### src/rtl/irq_ctrl_pkg.sv
package irq_ctrl_pkg;
  localparam int HALF_W = 16;
  localparam int FULL_W = 2 * HALF_W;
  localparam int IDX_W  = $clog2(FULL_W);
  localparam int ADDR_W = 3;

  localparam logic [FULL_W-1:0] IMPL_BITS   = 32'h8B7F_031D;
  localparam logic [FULL_W-1:0] MASK_RST    = 32'h8B7F_031D;
  localparam logic [HALF_W-1:0] CARD_CTL_KEEP  = 16'h0305;
  localparam logic [HALF_W-1:0] CARD_MASK_KEEP = 16'hC007;
  localparam logic [HALF_W-1:0] PRESENT_BITS   = 16'h00B0;
  localparam logic [HALF_W-1:0] ABSENT_BITS    = 16'h0008;

  typedef enum logic [ADDR_W-1:0] {
    SEL_STAT_LO  = 3'd0,
    SEL_STAT_HI  = 3'd1,
    SEL_MASK_LO  = 3'd2,
    SEL_MASK_HI  = 3'd3,
    SEL_CARD_CTL = 3'd4,
    SEL_CARD_ST  = 3'd5,
    SEL_CARD_MSK = 3'd6
  } reg_sel_e;

  // one-hot of the event bit, limited to implemented positions
  function automatic logic [FULL_W-1:0] event_vec(input logic en, input logic [IDX_W-1:0] idx);
    logic [FULL_W-1:0] v;
    v = '0;
    if (en) v[idx] = 1'b1;
    return v & IMPL_BITS;
  endfunction

  // AND-mask for a status half write: ones everywhere except the written half
  function automatic logic [FULL_W-1:0] clear_and(input logic wr_lo, input logic wr_hi,
                                                  input logic [HALF_W-1:0] val);
    return {wr_hi ? val : {HALF_W{1'b1}}, wr_lo ? val : {HALF_W{1'b1}}};
  endfunction
endpackage

### src/rtl/irq_main_regs.sv
module irq_main_regs
  import irq_ctrl_pkg::*;
(
  input  logic                clk,
  input  logic                rst_n,
  input  logic                wr_stat_lo,
  input  logic                wr_stat_hi,
  input  logic                wr_mask_lo,
  input  logic                wr_mask_hi,
  input  logic [HALF_W-1:0]   wdata,
  input  logic                evt_set,
  input  logic [IDX_W-1:0]    evt_idx,
  output logic [FULL_W-1:0]   stat_q,
  output logic [FULL_W-1:0]   mask_q,
  output logic [FULL_W-1:0]   pend_old,
  output logic [FULL_W-1:0]   pend_new
);
  logic [FULL_W-1:0] stat_d, mask_d;

  always_comb begin
    stat_d = (stat_q & clear_and(wr_stat_lo, wr_stat_hi, wdata)) | event_vec(evt_set, evt_idx);
    mask_d = mask_q;
    if (wr_mask_lo) mask_d[HALF_W-1:0]      = wdata & IMPL_BITS[HALF_W-1:0];
    if (wr_mask_hi) mask_d[FULL_W-1:HALF_W] = wdata & IMPL_BITS[FULL_W-1:HALF_W];
  end

  assign pend_old = stat_q & ~mask_q;
  assign pend_new = stat_d & ~mask_d;

  always_ff @(posedge clk) begin
    if (!rst_n) begin
      stat_q <= '0;
      mask_q <= MASK_RST;
    end else begin
      stat_q <= stat_d;
      mask_q <= mask_d;
    end
  end
endmodule

### src/rtl/irq_card_regs.sv
module irq_card_regs
  import irq_ctrl_pkg::*;
(
  input  logic              clk,
  input  logic              rst_n,
  input  logic              wr_ctl,
  input  logic              wr_stat,
  input  logic              wr_mask,
  input  logic [HALF_W-1:0] wdata,
  input  logic              line,
  output logic [HALF_W-1:0] ctl_q,
  output logic [HALF_W-1:0] cstat_q,
  output logic [HALF_W-1:0] cmask_q,
  output logic [HALF_W-1:0] cpend_old,
  output logic [HALF_W-1:0] cpend_new
);
  logic [HALF_W-1:0] ctl_d, cstat_d, cmask_d;

  always_comb begin
    ctl_d   = wr_ctl  ? (wdata & CARD_CTL_KEEP)  : ctl_q;
    cmask_d = wr_mask ? (wdata & CARD_MASK_KEEP) : cmask_q;
    cstat_d = wr_stat ? (cstat_q & wdata) : cstat_q;
    if (ctl_d[0]) cstat_d[0] = line;
  end

  assign cpend_old = cstat_q & ~cmask_q;
  assign cpend_new = cstat_d & ~cmask_d;

  always_ff @(posedge clk) begin
    if (!rst_n) begin
      ctl_q   <= '0;
      cstat_q <= '0;
      cmask_q <= CARD_MASK_KEEP;
    end else begin
      ctl_q   <= ctl_d;
      cstat_q <= cstat_d;
      cmask_q <= cmask_d;
    end
  end
endmodule

### src/rtl/irq_rise_det.sv
module irq_rise_det #(
  parameter int W = 32
) (
  input  logic [W-1:0] pend_old,
  input  logic [W-1:0] pend_new,
  output logic         rise
);
  assign rise = (pend_old == '0) && (pend_new != '0);
endmodule

### src/rtl/irq_status_ctrl.sv
module irq_status_ctrl
  import irq_ctrl_pkg::*;
(
  input  logic              clk,
  input  logic              rst_n,
  input  logic              bus_wr,
  input  logic [ADDR_W-1:0] bus_addr,
  input  logic [HALF_W-1:0] bus_wdata,
  output logic [HALF_W-1:0] bus_rdata,
  input  logic              evt_set,
  input  logic [IDX_W-1:0]  evt_idx,
  input  logic              card_present,
  input  logic              card_irq_line,
  output logic              irq_pulse,
  output logic              dat1_pulse
);
  logic [FULL_W-1:0] stat_q, mask_q, pend_old, pend_new;
  logic [HALF_W-1:0] ctl_q, cstat_q, cmask_q, cpend_old, cpend_new;
  logic main_rise, card_rise;
  logic irq_q, dat1_q;

  logic wr_stat_lo, wr_stat_hi, wr_mask_lo, wr_mask_hi, wr_cctl, wr_cst, wr_cmsk;
  assign wr_stat_lo = bus_wr && (bus_addr == SEL_STAT_LO);
  assign wr_stat_hi = bus_wr && (bus_addr == SEL_STAT_HI);
  assign wr_mask_lo = bus_wr && (bus_addr == SEL_MASK_LO);
  assign wr_mask_hi = bus_wr && (bus_addr == SEL_MASK_HI);
  assign wr_cctl    = bus_wr && (bus_addr == SEL_CARD_CTL);
  assign wr_cst     = bus_wr && (bus_addr == SEL_CARD_ST);
  assign wr_cmsk    = bus_wr && (bus_addr == SEL_CARD_MSK);

  irq_main_regs u_main (
    .clk, .rst_n, .wr_stat_lo, .wr_stat_hi, .wr_mask_lo, .wr_mask_hi,
    .wdata(bus_wdata), .evt_set, .evt_idx,
    .stat_q, .mask_q, .pend_old, .pend_new
  );

  irq_card_regs u_card (
    .clk, .rst_n, .wr_ctl(wr_cctl), .wr_stat(wr_cst), .wr_mask(wr_cmsk),
    .wdata(bus_wdata), .line(card_irq_line),
    .ctl_q, .cstat_q, .cmask_q, .cpend_old, .cpend_new
  );

  irq_rise_det #(.W(FULL_W)) u_main_rise (.pend_old(pend_old),  .pend_new(pend_new),  .rise(main_rise));
  irq_rise_det #(.W(HALF_W)) u_card_rise (.pend_old(cpend_old), .pend_new(cpend_new), .rise(card_rise));

  always_ff @(posedge clk) begin
    if (!rst_n) begin
      irq_q  <= 1'b0;
      dat1_q <= 1'b0;
    end else begin
      irq_q  <= main_rise | card_rise;
      dat1_q <= card_rise;
    end
  end

  assign irq_pulse  = irq_q;
  assign dat1_pulse = dat1_q;

  always_comb begin
    unique case (bus_addr)
      SEL_STAT_LO:  bus_rdata = (stat_q[HALF_W-1:0] & IMPL_BITS[HALF_W-1:0])
                              | (card_present ? PRESENT_BITS : ABSENT_BITS);
      SEL_STAT_HI:  bus_rdata = stat_q[FULL_W-1:HALF_W] & IMPL_BITS[FULL_W-1:HALF_W];
      SEL_MASK_LO:  bus_rdata = mask_q[HALF_W-1:0];
      SEL_MASK_HI:  bus_rdata = mask_q[FULL_W-1:HALF_W];
      SEL_CARD_CTL: bus_rdata = ctl_q;
      SEL_CARD_ST:  bus_rdata = cstat_q;
      SEL_CARD_MSK: bus_rdata = cmask_q;
      default:      bus_rdata = '0;
    endcase
  end
endmodule

### config.mk
export PLATFORM = sky130hd
export DESIGN_NAME = irq_status_ctrl
export DESIGN_NICKNAME = d
export VERILOG_FILES = /design/src/rtl/irq_ctrl_pkg.sv /design/src/rtl/irq_main_regs.sv /design/src/rtl/irq_card_regs.sv /design/src/rtl/irq_rise_det.sv /design/src/rtl/irq_status_ctrl.sv
export SDC_FILE = /design/constraint.sdc
export NUM_CORES = 1
export LEC_CHECK = 0
export BUFFER_PORTS_ARGS = -buffer_cell sky130_fd_sc_hd__buf_2
export CAP_MARGIN = 30
export CELL_PAD_IN_SITES_DETAIL_PLACEMENT = 0
export CELL_PAD_IN_SITES_GLOBAL_PLACEMENT = 1
export CORE_UTILIZATION = 40
export CTS_CLUSTER_SIZE = 40
export DETAILED_ROUTE_END_ITERATION = 12
export PLACE_DENSITY_LB_ADDON = 0.15
export SLEW_MARGIN = 10
export SYNTH_ARGS = -nofsm -noshare
export SYNTH_HDL_FRONTEND = slang
export SYNTH_SLANG_ARGS = --single-unit
### constraint.sdc
create_clock -name clk -period 5.46 [get_ports clk]
set_input_delay 0.273 -clock clk [delete_from_list [all_inputs] [get_ports clk]]
set_output_delay 0.273 -clock clk [all_outputs]
set_load 0.05 [all_outputs]
Word-level counts from Yosys, hierarchy flattened
Cells that the tools add are included.
Widths: inputs -> output; s select.
{ "word_totals": {"word_cells": 57, "regBits": 102} }
{ "op_classes": {"n_bitwise": 13, "reduce_logical": 15, "eq_ne": 6, "muxes": 13, "n_lt_le_gt_ge": 2} }
{ "ops": {"columns": ["operator", "n"], "rows": [
  ["$pmux 16 s7", 1],
  ["$and 32x32->32", 3],
  ["$mux 16", 6],
  ["$not 32->32", 2],
  ["$and 16x16->16", 3],
  ["$logic_not 32->1", 1],
  ["$mux 32", 1],
  ["$not 16->16", 2],
  ["$or 32x32->32", 1],
  ["$reduce_bool 32->1", 1],
  ["$logic_not 16->1", 1],
  ["$reduce_bool 16->1", 1],
  ["$logic_and 1x1->1", 10],
  ["$or 10x8->10", 1],
  ["$eq 3x3->1 const B", 3],
  ["$mux 8", 1],
  ["$eq 3x2->1 const B", 2],
  ["$lt 5x6->1 const B", 1],
  ["$demux 1 s5", 1],
  ["$ge 5x1->1 const B", 1],
  ["$eq 3x1->1 const B", 1],
  ["$logic_not 3->1", 1],
  ["$mux 1", 3],
  ["$or 1x1->1", 1]
]} }

Depth between registers and ports, before layout
{ "logic_depth": {"ltp_word": 10, "depth_mapped": 11} }

Modules after synthesis
From an unflattened synthesis, not the netlist that was laid out.
{ "hier_totals": {"hier_cells": 608, "area_unflattened_um2": 5348.9} }
{ "modules_own_cells": {"columns": ["mod", "area_each_um2", "seq_area_each_um2", "cells_per_inst", "n_inst"], "rows": [
  ["irq_main_regs", 2637.5, 1281.2, 288, 1],
  ["irq_card_regs", 1443.9, 720.7, 158, 1],
  ["irq_status_ctrl", 1009.7, 40.0, 131, 1],
  ["irq_rise_det (u_main_rise)", 167.7, 0.0, 21, 1],
  ["irq_rise_det (u_card_rise)", 90.1, 0.0, 10, 1]
]} }

Least setup slack after synthesis
OpenSTA, ideal clock, no wires.
{ "synth_path": {"path_kind": "input-to-output", "from": "input bus_addr[0]", "to": "output bus_rdata[11]", "required_ns": 5.187, "path_slack_ns": 2.933, "n_path_buf": 3, "path_stages": 5, "arrival_ns": 2.254, "cell_sequence": "buf_6 > clkbuf_1 > clkbuf_1 > nand2_1 > o21ai_0"} }
{ "synth_via": {"elab_chain_cells": 2, "word_cells_on_any_way": 8, "cone_classes": "eq/ne: 6; mux: 1; reduce/logical: 1"} }
{ "synth_rtl": {"columns": ["element", "line", "source"], "rows": [
  ["from (decl)", "irq_status_ctrl.sv:7", "input logic [ADDR_W-1:0] bus_addr,"],
  ["$eq 3x3->1, or another cell as far along", "irq_status_ctrl.sv:60", "unique case (bus_addr)"],
  ["$pmux 16 s7 (*)", "irq_status_ctrl.sv:60", null],
  ["to (decl)", "irq_status_ctrl.sv:9", "output logic [HALF_W-1:0] bus_rdata,"]
]} }
Mark *: on every way between the ends. The rest lies on a longest branch, timed or not.

Worst setup path in the final report
{ "layout_path": {"from": "input bus_addr[0]", "to": "register irq_q (netlist: irq_pulse)"} }
{ "layout_via": {"elab_chain_cells": 9, "word_cells_on_any_way": 33, "cone_classes": "eq/ne: 6; mux: 8; bitwise: 7; reduce/logical: 12"} }
{ "layout_rtl": {"columns": ["element", "line", "source"], "rows": [
  ["$eq 3x1->1 or $logic_not 3->1 (tied branches)", "irq_status_ctrl.sv:24, irq_status_ctrl.sv:23", null],
  ["$logic_and 1x1->1 (on tied branches)", "irq_status_ctrl.sv:24, irq_status_ctrl.sv:23", null],
  ["$mux 16", "irq_ctrl_pkg.sv:35", "return {wr_hi ? val : {HALF_W{1'b1}}, wr_lo ? val : {HALF_W{1'b1}}};"],
  ["$and 32x32->32", "irq_main_regs.sv:21", "stat_d = (stat_q & clear_and(wr_stat_lo, wr_stat_hi, wdata)) | event_vec(evt_set, evt_idx);"],
  ["$or 32x32->32", "irq_main_regs.sv:21", null],
  ["$and 32x32->32", "irq_main_regs.sv:28", "assign pend_new = stat_d & ~mask_d;"],
  ["$reduce_bool 32->1", "irq_rise_det.sv:8", "assign rise = (pend_old == '0) && (pend_new != '0);"],
  ["$logic_and 1x1->1", "irq_rise_det.sv:8", null],
  ["$or 1x1->1 (*)", "irq_status_ctrl.sv:51", "irq_q <= main_rise | card_rise;"],
  ["to (signal assigned)", "irq_status_ctrl.sv:51", null],
  ["to (decl)", "irq_status_ctrl.sv:20", "logic irq_q, dat1_q;"]
]} }
Marked as above.
A chain may end at the register's enable or synchronous reset.

==> summary.txt <==
Status
  – Status: complete, but fails checks
  – Violations in the final reports: DRC

Floorplanning
  – Site Rows: 39
  – Die Y: 112.3 um
  – Initial cell density of the core: 41.76%
  – Die Area: 0.01262 mm2
  – Die Width: 112.3 um
  – Io pins: 48
  – Core Area: 0.01166 mm2

Global routing
  – First-pass GRT wire length: 25,990 um
  – Number of antenna violations at the first check in global routing: 0
  – Vias in the first global route: 4,282
  – GRT overflow: 0
  – Pin count of the biggest net entering global routing: 57
  – GRT Overall Usage: 28.06%

Critical path
  – Worst Setup End Kind: register
  – Crit path max fanout: 37
  – CP peak stage delay: 0.71 ns
  – Delay-heaviest family, CP: simple AND/OR/NAND/NOR gates
  – Crit Path Class: input pin to register
  – Required time of the critical path: 5.70 ns
  – Startpoint types: input pin
  – Crit path buf inv count: 1
  – CP cell instances: buf_2 > nand4bb_1 > nor2_1 > a211oi_1 > or4_1 > or4b_1 > nor4_1 > o21bai_1
  – Crit path arrival time: 3.43 ns
  – Critical Path Slowest Stage Cell: nand4bb_1

Placement
  – Number of buffers added on ports: 47
  – Inst Count DP: 753
  – Final RePlAce weighted congestion: 0.9418
  – Placement Cell Area: 0.005180 mm2
  – Final HPWL DP: 12,570 um
  – DP Worst Slack: 1.948 ns

Cells and area
  – # fillers: 1,200
  – # nets final: 651
  – Fin util: 46.90%
  – Synth-to-Final Area Change: 12.33%
  – Reg area: 0.002042 mm2
  – Final Cell Area: 0.005470 mm2
  – Share of layout cells above drive strength 1: 13.26%
  – Multi-input logic area: 0.002499 mm2
  – Post-Layout Cell Count: 769
  – Ant diodes: 0

Timing
  – Worst slew margin: 35.60%
  – Pins over their slew limit: 0
  – Setup_tns: 0 ns
  – Tightest Pin Transition: 0.9660 ns
  – Worst setup margin: 2.276 ns
  – Endpoints failing hold: 0
  – Setup Viol. Count Final: 0
  – Clock skew: 0.009533 ns
  – Min cycle time layout: 3.184 ns
  – RSZ-0062 raised after global routing: no
  – Period utilisation layout: 58.32%
  – Hold_ws: 0.2570 ns
  – Maximum clock frequency: 0.3140 GHz

Clock network
  – Hold Buf Count CTS: 0
  – # resized after CTS: 0
  – Setup Fix Bufs, Post-CTS: 0
  – Root Driver: clkbuf_16
  – TritonCTS clock tree: done
  – CTS sink count: 102
  – Clock transition at path regs: 0.07 ns
  – Clk_lat worst skew: 0.36 ns
  – Num CTS Buffers: 9
  – H-Tree Level Count: 3
  – Bufs on Longest Clock Path: 2

Synthesis
  – Mapped cell area: 0.004870 mm2
  – Ys async rst share: 0%
  – Post-synth EDFFs: 0
  – Register area share after synthesis: 41.93%
  – Cell count after synthesis: 593
  – #FFs+latches synth: 102
  – Syn_nets: 623
  – Avg Cell Area, Syn: 8.212 um2
  – Ys flop type: dfxtp_1
  – Cell variety after synth: 51
  – Syn. warnings: 0

Power and ir drop
  – Max VDD drop: 0.0002165 V
  – Seq pwr share: 49.1%
  – Tot Pwr: 1.541 mW
  – Int Pwr: 1.120 mW
  – Leakage: 2.351 nW
  – Net Switching: 0.4215 mW
  – Power Dens Cells: 281.7 mW/mm2
  – Switching Share: 27.35%
  – Clock share of power: 41.4%
  – Comb pwr share: 9.5%

Drt
  – Top layer in use: met4
  – WL final: 16,930 um
  – 1st-pass router iterations: 9
  – M1 wire length: 7826 um
  – Initial DRC Count: 377
  – Vias/cell: 5.844
  – Post-DRT Antenna Nets: 0
  – Met2 Routed Length: 7614 um
  – Metal3 WL: 1108 um
  – Wire length per cell: 22.02 um
  – Via count: 4,494
  – Post-route DRC: 4

Worst hold path
  – Hold crit path type: input pin to register

Flow run
  – Maxcap violations: 0
-- sequential cells by signal, indices dropped and copies added (netlist names) --
name and cells:
dat1_pulse 1, u_card.ctl_q 4, irq_pulse 1, u_main.mask_q 32, u_card.cstat_q 16, u_main.stat_q 32
u_card.cmask_q 16
-- path summary, 6_finish.rpt --
| kind | start | end | slack (ns) | depth (start not counted) |
|---|---|---|---|---|
| worst max-delay path | bus_addr[0] | irq_pulse$_SDFF_PN0_ | 2.28 | 8 |
| worst min-delay path | bus_wdata[6] | u_main.mask_q[22]$_SDFF_PN1_ | 0.26 | 3 |
| worst max register to register | u_main.mask_q[28]$_SDFF_PN0_ | irq_pulse$_SDFF_PN0_ | 3.38 | 5 |
| worst min register to register | u_main.stat_q[7]$_SDFF_PN0_ | u_main.stat_q[7]$_SDFF_PN0_ | 0.46 | 2 |
-- routing by layer --
layer,vias up,global-route usage [%]
met4,0,8.178
li1,2152,-
met1,2155,40.23
met2,161,42.44
met3,26,5.832
met5,-,0
-- worst reg2reg max path: stages (launching register included) --
cell and delay [ns]:
dfxtp_1 0.45, a211oi_1 0.10, or4_1 0.53, or4b_1 0.50, nor4_1 0.28, o21bai_1 0.10
-- final cells by class --
class | instances | area share, %
repair buffers | 52 | 4.986
flip-flops and latches | 102 | 37.33
multi-input cells | 406 | 45.68
inverters | 50 | 3.431
clock inverters | 6 | 0.9378
clock buffers | 10 | 4.369
well taps | 143 | 3.271
-- cell usage in the layout, fill, tap and decap left out, types with 3 or more instances in the layout --
master / n
mux2i_1: 40
or2_2: 3
a21oi_1: 37
a211oi_1: 3
mux2_2: 4
and3_1: 21
buf_4: 5
nor4_1: 4
buf_2: 47
inv_1: 50
a221oi_1: 8
nor3_1: 11
nand3b_1: 5
nand3_1: 5
nor2_1: 53
mux4_2: 4
or4_1: 3
dfxtp_1: 102
a22oi_1: 7
o22ai_1: 20
nand4_1: 5
and2_1: 20
nand2_1: 42
o21ai_0: 74
clkbuf_16: 9
nand4b_1: 3
-- cells by family after synthesis --
logic type             Yosys count  share of synthesized area [%]
buffers and inverters           85                          6.757
AO/OA/AOI/OAI                  169                          20.25
AND/OR/NAND/NOR                189                          20.07
flip-flops                     102                          41.93
multiplexers                    48                          11.00
-- cells in the mapped netlist, types with 3 or more instances --
cell type	count	area share, %
dfxtp_1	102	42
a211oi_1	3	0.46
or2_2	3	0.39
nand4_1	5	0.64
a21oi_1	37	3.8
nand4b_1	3	0.54
o22ai_1	20	2.6
clkbuf_1	31	2.4
nand3b_1	5	0.77
o21ai_0	74	7.6
mux2i_1	40	8.2
nand2_1	42	3.2
or4_1	3	0.46
and2_1	20	2.6
nor3_1	11	1.1
a221oi_1	8	1.4
nor4_1	4	0.51
mux2_2	4	0.92
nor2_1	53	4.1
nand3_1	5	0.51
and3_1	21	2.7
mux4_2	4	1.9
inv_1	50	3.9
a22oi_1	7	1.1
-- power by group through the flow --
stage          sequential, mW  combinational [mW]  clock [mW]
2_1_floorplan           0.771              0.0926           0
3_3_place_gp            0.773               0.145           0
3_5_place_dp            0.773               0.145           0
4_1_cts                 0.756               0.146       0.645
5_1_grt                 0.757               0.157       0.679
6_report                0.756               0.147       0.638
No activity file was read; power rests on OpenSTA's default activity.
